### config.mk
export PLATFORM = sky130hd
export DESIGN_NAME = irq_vector_unit
export DESIGN_NICKNAME = d
export VERILOG_FILES = /design/src/rtl/irq_vector_unit.sv
export SDC_FILE = /design/constraint.sdc
export NUM_CORES = 1
export LEC_CHECK = 0
export ABC_AREA = 1
export CAP_MARGIN = 10
export CORE_MARGIN = 4
export CORE_UTILIZATION = 36
export DETAILED_ROUTE_END_ITERATION = 10
export GPL_TIMING_DRIVEN = 0
export PLACE_DENSITY = 0.82
export SETUP_SLACK_MARGIN = 0.3
export SLEW_MARGIN = 0
export SYNTH_ARGS = -nofsm -noshare
export SYNTH_HDL_FRONTEND = slang
export SYNTH_SLANG_ARGS = --single-unit
export TNS_END_PERCENT = 30
### constraint.sdc
create_clock -name clk -period 1.7 [get_ports clk]
set_input_delay 0.34 -clock clk [delete_from_list [all_inputs] [get_ports clk]]
set_output_delay 0.34 -clock clk [all_outputs]
set_load 0.005 [all_outputs]
### src/rtl/irq_vector_unit.sv
module irq_vector_unit #(
  parameter int NSRC = 8,
  parameter int XLEN = 32,
  parameter logic [XLEN-1:0] VEC_BASE = 32'h0000_1000,
  parameter int VEC_STRIDE = 16,
  parameter logic [NSRC-1:0] RESTART_MASK = 8'b0000_0011
) (
  input  logic            clk,
  input  logic            rst_n,
  input  logic [NSRC-1:0] req,
  input  logic            instr_done,
  input  logic [XLEN-1:0] pc_next,
  input  logic            rfi,
  input  logic            csr_wr,
  input  logic [1:0]      csr_wdata,
  output logic            take,
  output logic [NSRC-1:0] ack,
  output logic [XLEN-1:0] new_pc,
  output logic            push_en,
  output logic [XLEN-1:0] push_data,
  output logic [NSRC-1:0] cause,
  output logic [1:0]      status
);
  localparam int IDXW = (NSRC > 1) ? $clog2(NSRC) : 1;

  logic [1:0]      status_q, saved_q;
  logic [NSRC-1:0] cause_q;
  logic [IDXW-1:0] win;
  logic            pending;

  always_comb begin
    win = '0;
    for (int i = NSRC - 1; i >= 0; i--)
      if (req[i]) win = IDXW'(i);
  end

  assign pending   = |req;
  assign take      = status_q[0] & instr_done & pending;
  assign ack       = take ? (NSRC'(1) << win) : '0;
  assign new_pc    = VEC_BASE + XLEN'(win) * XLEN'(VEC_STRIDE);
  assign push_en   = take;
  assign push_data = RESTART_MASK[win] ? pc_next - XLEN'(4) : pc_next;
  assign cause     = cause_q;
  assign status    = status_q;

  always_ff @(posedge clk or negedge rst_n) begin
    if (!rst_n) begin
      status_q <= 2'b10;
      saved_q  <= 2'b10;
      cause_q  <= '0;
    end else if (take) begin
      saved_q  <= status_q;
      status_q <= 2'b10;
      cause_q  <= req;
    end else if (rfi) begin
      status_q <= saved_q;
    end else if (csr_wr && status_q[1]) begin
      status_q <= csr_wdata;
    end
  end

  assert_no_take_idle_R1: assert property (@(posedge clk) disable iff (!rst_n)
    (req == '0) |-> !take);
  assert_gate_R2: assert property (@(posedge clk) disable iff (!rst_n)
    (!status_q[0] || !instr_done) |-> !take);
  assert_ack_onehot_R3: assert property (@(posedge clk) disable iff (!rst_n)
    take |-> ($countones(ack) == 1 && (ack & req) == ack));
  assert_ack_quiet_R3: assert property (@(posedge clk) disable iff (!rst_n)
    !take |-> (ack == '0));
  assert_lowest_wins_R4: assert property (@(posedge clk) disable iff (!rst_n)
    take |-> ((req & (ack - NSRC'(1))) == '0));
  assert_push_R6: assert property (@(posedge clk) disable iff (!rst_n)
    push_en == take);
  assert_cause_R8: assert property (@(posedge clk) disable iff (!rst_n)
    take |=> (cause == $past(req)));
  assert_cause_hold_R8: assert property (@(posedge clk) disable iff (!rst_n)
    !take |=> $stable(cause));
  assert_enter_R9: assert property (@(posedge clk) disable iff (!rst_n)
    take |=> (status == 2'b10));
  assert_restore_R10: assert property (@(posedge clk) disable iff (!rst_n)
    (rfi && !take) |=> (status == $past(saved_q)));
  assert_user_wr_R11: assert property (@(posedge clk) disable iff (!rst_n)
    (csr_wr && !status[1] && !take && !rfi) |=> $stable(status));
endmodule

==> results.ini, run 1 <==
[power_and_ir_drop]
pwr-share-clk_pct=14.3
peakVddDrop_mv=0.3979
switching_share_pct=38.24
power.internal_mw=1.156
p_leak_nw=1.965
combPwrFrac_pct=59.6
seq_power_share_pct=26.2
p_sw_mw=0.7157
p_per_area_nw_per_um2=485.6
p_total_mw=1.872

[finish]
regArea_sq_um=302.8
multiInputGateArea_sq_um=1720
drive_gt1_share_pct=53.36
fin_util_pct=75.96
area_growth_pct=105.4
antenna-diode-count=0
finalNetCount=555
n_fill_cell=374
fin_area_sq_um=3855

[run_status]
status=complete, but fails checks
violations=negative setup slack

[clocking]
cts_max_path_buffers=2
root_buffer=clkbuf_8
h-tree-depth=1
cts_tree=done
cts_num_sinks=12
worstSkewPairLatency_ns=0.24
cts_buffers=3
cts.clk_slew.worst_paths_ns=0.05

[worst_setup_path]
startpoint_type=primary input
cp_data_arrival_time_ns=1.65
r2r_slack_ns=0.42
cp-end-kind=output pin
crit_fanout=3
crit_type=primary input to output pin
required_ns=1.36

[yosys]
seq_area_frac_synth_pct=16.13
avgSynthCellArea_sq_um=5.793
yosysUniqueCellTypes=26
synth-seq-cells=12
yosys_warnings=0
synthesis.area_sq_um=1877
synthCells=324

[route]
antenna_left=0
dr.pass1.iters=6
drc_errors=0
vias=2756
wl_per_cell_um=14.79
wl_um=8521
via_per_inst=4.785
first_iter_violations=170

[grt]
grtUsageMet3_pct=4.709
antenna_found_initial=0
grtUsageTotal_pct=23.23
grt_pass1_vias=2785
grt_util_met2_pct=44.21
met1_usage_pct=24.58
grt_pass1_wl_um=12090
grt_max_degree=13
top_usage_layer=met2
grt-ovfl-total=0

[sta]
fin_skew_ns=0.004191
setup_slack_ns=-0.2897
finalHoldViolCount=0
finalCritPeriodShare_pct=117.0
tightest_slew_ns=0.5234
slew_headroom_pct=64.99
setup-violations-final=40
slew_viol_final=0
min_period_ns=1.990
max_freq_ghz=0.5026
fin_setup_tns_ns=-5.872
grt_setup_unrepaired=yes

[placement]
dpl.hpwl_um=5222
io_buffer_count=99
place.gp.congestion=0.9117
dpl_cell_area_sq_um=3143
pre_cts_ws_ns=-0.9700

[floorplanning]
rows=26
die_h_um=80.21
io_pins=131
die_x_um=80.21
dieArea_sq_um=6433
start_util_pct=36.98
core_sq_um=5075

[run]
cap_viol_max_count=0

[worst_hold_path]
hold_class=primary input to flip-flop

[cells in the final DEF (no fill, tap or decap), drive strengths merged, types with 2 or more instances in the layout]
cell type	instances
a21oi	2
nor2	70
nand2	108
xnor2	4
clkdlybuf4s50	9
nand4	3
o21ai	18
dfrtp	10
nand3	16
conb	29
nor3	3
inv	28
nand3b	5
xor2	15
dlygate4sd2	17
clkbuf	10
buf	145
dfstp	2
clkdlybuf4s15	9
[layout make-up]
class | instances | share of cell area (%)
flip-flops and latches | 12 | 7.855
well taps | 70 | 2.272
clock buffers | 4 | 1.168
inverters | 28 | 3.376
repair buffers | 151 | 32.88
plain buffers | 36 | 7.822
multi-input cells | 275 | 44.63
[worst paths after layout]
| kind | startpoint | endpoint | cells after the start |
|---|---|---|---|
| max | pc_next[11] | push_data[19] | 10 |
| min | req[4] | cause[4] | 3 |
| max reg2reg | status[0] | cause[6] | 7 |
| min reg2reg | saved_q[0] | saved_q[0] | 1 |
| max in group asynchronous | rst_n | saved_q[1] | 1 |
| min in group asynchronous | rst_n | cause[6] | 1 |
[power groups by stage]
stage	Clock [mW]	Combinational [mW]	Sequential, mW
finish	0.267	1.12	0.490
floorplan	0	0.412	0.497
detailed placement	0	0.996	0.494
global placement	0	0.981	0.488
global route	0.285	1.21	0.509
CTS	0.268	1.02	0.489
[registers in the layout (all words and copies together), names as in the netlist]
register  cells
status        2
cause         8
saved_q       2
[worst max-delay path, stage by stage]
cell	delay, ns
buf_2	0.14
nor2_2	0.15
nand2_1	0.11
nor2_2	0.16
nand3_2	0.11
nor2_4	0.17
buf_6	0.11
buf_6	0.08
xor2_1	0.14
buf_2	0.13
[what timing repair did]
| action | in CTS | in global routing |
|---|---|---|
| gates cloned | 2 | 0 |
| endpoints found under the setup margin | 65 | 55 |
| gates resized for setup | 397 | 59 |
| hold endpoints to repair | 0 | 0 |
| hold buffers | 0 | 0 |
| pin swaps | 86 | 47 |
| setup buffers | 35 | 15 |
[per-layer routing]
metal	up-vias	wire (um)
met4	0	378
met1	1261	2886
li1	1303	-
met2	152	4606
met5	-	0
met3	40	650
[cell usage after synthesis, drive strengths merged]
cell type | number | area [sq um]
xor2 | 15 | 131.4
nand3b | 5 | 37.54
ha | 1 | 12.51
dfrtp | 10 | 250.2
or2 | 1 | 6.260
nand4 | 3 | 18.77
dfstp | 2 | 52.55
o21ai | 18 | 90.08
buf | 36 | 279.0
nand3 | 16 | 85.08
a21oi | 2 | 10.01
inv | 28 | 105.1
conb | 2 | 7.510
xnor2 | 4 | 35.03
nand2 | 108 | 417.9
nor2 | 70 | 322.8
nor3 | 3 | 15.01
[kinds of logic (layout without fill, tap and decap cells)]
logic type      after synthesis  count (layout)  synth area share, %
flops                        12              12                16.13
fa+ha+maj                     1               1               0.6666
other cells                   2              29               0.4001
simple gates                206             206                48.13
xor+xnor                     19              19                8.867
buf+inv                      64             219                20.47
compound gates               20              20                5.333
[per-stage QoR]
step                      hold slack [ns]  cells
after floorplan                   0.04441    351
after global placement             0.4518    520
after detailed placement           0.4531    520
after CTS                          0.3456    561
after global routing               0.3427    576
final                              0.3344    576
(Power assumes the default switching activity.)
==> run 2: changes to the inputs <==
==> constraint.sdc (replaced) <==
create_clock -name clk -period 1.7 [get_ports clk]
set_input_delay 0.17 -clock clk [delete_from_list [all_inputs] [get_ports clk]]
set_output_delay 0.17 -clock clk [all_outputs]
set_load 0.005 [all_outputs]
==> results.ini, run 2 (synthesis results as in run 1) <==
[placement]
dp_cells=520
dpl.hpwl_um=5227
io_buffer_count=99
place.gp.congestion=0.9359
pre_cts_ws_ns=-0.7669

[grt]
grt_pass1_wl_um=12710
grt_pass1_vias=2854
grt-ovfl-total=0
grtUsageTotal_pct=24.60
antenna_found_initial=0
grt_max_degree=13

[worst_setup_path]
startpoint_type=primary input
required_ns=1.53
cp-end-kind=output pin
crit_type=primary input to output pin
cp_data_arrival_time_ns=1.40
r2r_start=status[0]
r2r_slack_ns=0.30
rr_endpoint=cause[5]
crit_fanout=3
worstRegToRegCells=9

[clocking]
cts.clk_slew.worst_paths_ns=0.05
cts_buffers=3
h-tree-depth=1
worstSkewPairLatency_ns=0.24
cts_tree=done
cts_num_sinks=12
cts_max_path_buffers=2
root_buffer=clkbuf_8

[run]
cap_viol_max_count=0

[power_and_ir_drop]
peakVddDrop_mv=0.4387
p_leak_nw=1.908
p_per_area_nw_per_um2=523.7
p_total_mw=1.997

[route]
dr.pass1.iters=4
first_iter_violations=130
vias=2743
wl_um=8596
drc_errors=0
via_per_inst=4.729
antenna_left=0
wl_per_cell_um=14.82

[finish]
antenna-diode-count=0
largest_reg_flops=8
area_growth_pct=103.2
drive_gt1_share_pct=52.16
n_fill_cell=397
regArea_sq_um=302.8
finalNetCount=559
final_common_cell=nand2_1
stdcell_count=580
multiInputGateArea_sq_um=1703
most-common-layout-cells=nand2_1, buf_4, buf_2

[sta]
max_freq_ghz=0.6353
min_period_ns=1.574
slew_viol_final=0
tightest_slew_ns=0.5684
finalCritPeriodShare_pct=92.60
setup_slack_ns=0.1259
setup-violations-final=0
slew_headroom_pct=61.99
fin_skew_ns=0.001154
finalHoldViolCount=0
grt_setup_unrepaired=yes

[run_status]
status=completed

[worst_hold_path]
hold_class=primary input to flip-flop
whs_path_depth=3
hold_end=cause[4]
min-delay-start=req[4]

[floorplanning]
io_pins=131
rows=26
core_sq_um=5075
start_util_pct=36.98
die_h_um=80.21
dieArea_sq_um=6433
die_x_um=80.21

## run 2: area by class of cell
| class | instances | share of cell area [%] |
|---|---|---|
| Inverter | 28 | 3.150 |
| Sequential cell | 12 | 7.940 |
| Multi-Input combinational cell | 275 | 44.65 |
| Timing Repair Buffer | 155 | 32.97 |
| Clock buffer | 4 | 1.181 |
| Buffer | 36 | 7.808 |
| Tap cell | 70 | 2.297 |
## run 2: worst max-delay path: stages
cell	delay (ns)
dlygate4sd2_1	0.27
nor2_2	0.18
nand2_1	0.09
nor2_2	0.09
nand2_1	0.09
nor2_1	0.15
nand2_1	0.07
nand2_1	0.07
nand2_1	0.05
nand2_1	0.05
clkbuf_2	0.11
## run 2: worst max-delay path by stage
stage                      from  slack, ns       endpoint  depth (start not counted)
global route        pc_next[11]       0.07  push_data[21]                          9
detailed placement   pc_next[2]      -0.77  push_data[22]                          9
floorplan            pc_next[2]       0.38  push_data[22]                          7
CTS                 pc_next[27]       0.11  push_data[29]                         10
global placement     pc_next[2]      -0.73  push_data[20]                          9
finish              pc_next[28]       0.13  push_data[29]                         11
## run 2: per-layer routing
layer  up-vias  global-route usage, %  wire [um]
met2       132                  47.19       4756
met1      1261                  24.55       2959
met3        35                  4.260        510
met5         -                      0          0
met4         0                  13.85        369
li1       1315                      -          -
## run 2: report_power, final
group / internal [mW] / switching, mW
registers: 0.420 / 0.0719
logic: 0.671 / 0.556
clock network: 0.166 / 0.112
total: 1.26 / 0.741
## run 2: through the flow
stage | cell area [sq um] | setup TNS (ns) | hold slack, ns | util (%)
finish | 3814 | 0 | 0.1601 | 75.15
global route | 3814 | 0 | 0.1711 | 75.15
CTS | 3622 | 0 | 0.1616 | 71.38
detailed placement | 3057 | -22.53 | 0.4566 | 60.23
global placement | 3057 | -21.29 | 0.4546 | 60.23
floorplan | 1978 | 0 | -0.1256 | -
## run 2: timing repair
item | CTS | global route
endpoints found under the hold margin | 0 | 0
cloned | 2 | 0
setup buffers | 43 | 11
setup endpoints to repair | 53 | 44
gates resized for setup | 353 | 81
hold buffers | 0 | 0
pin swaps | 62 | 31
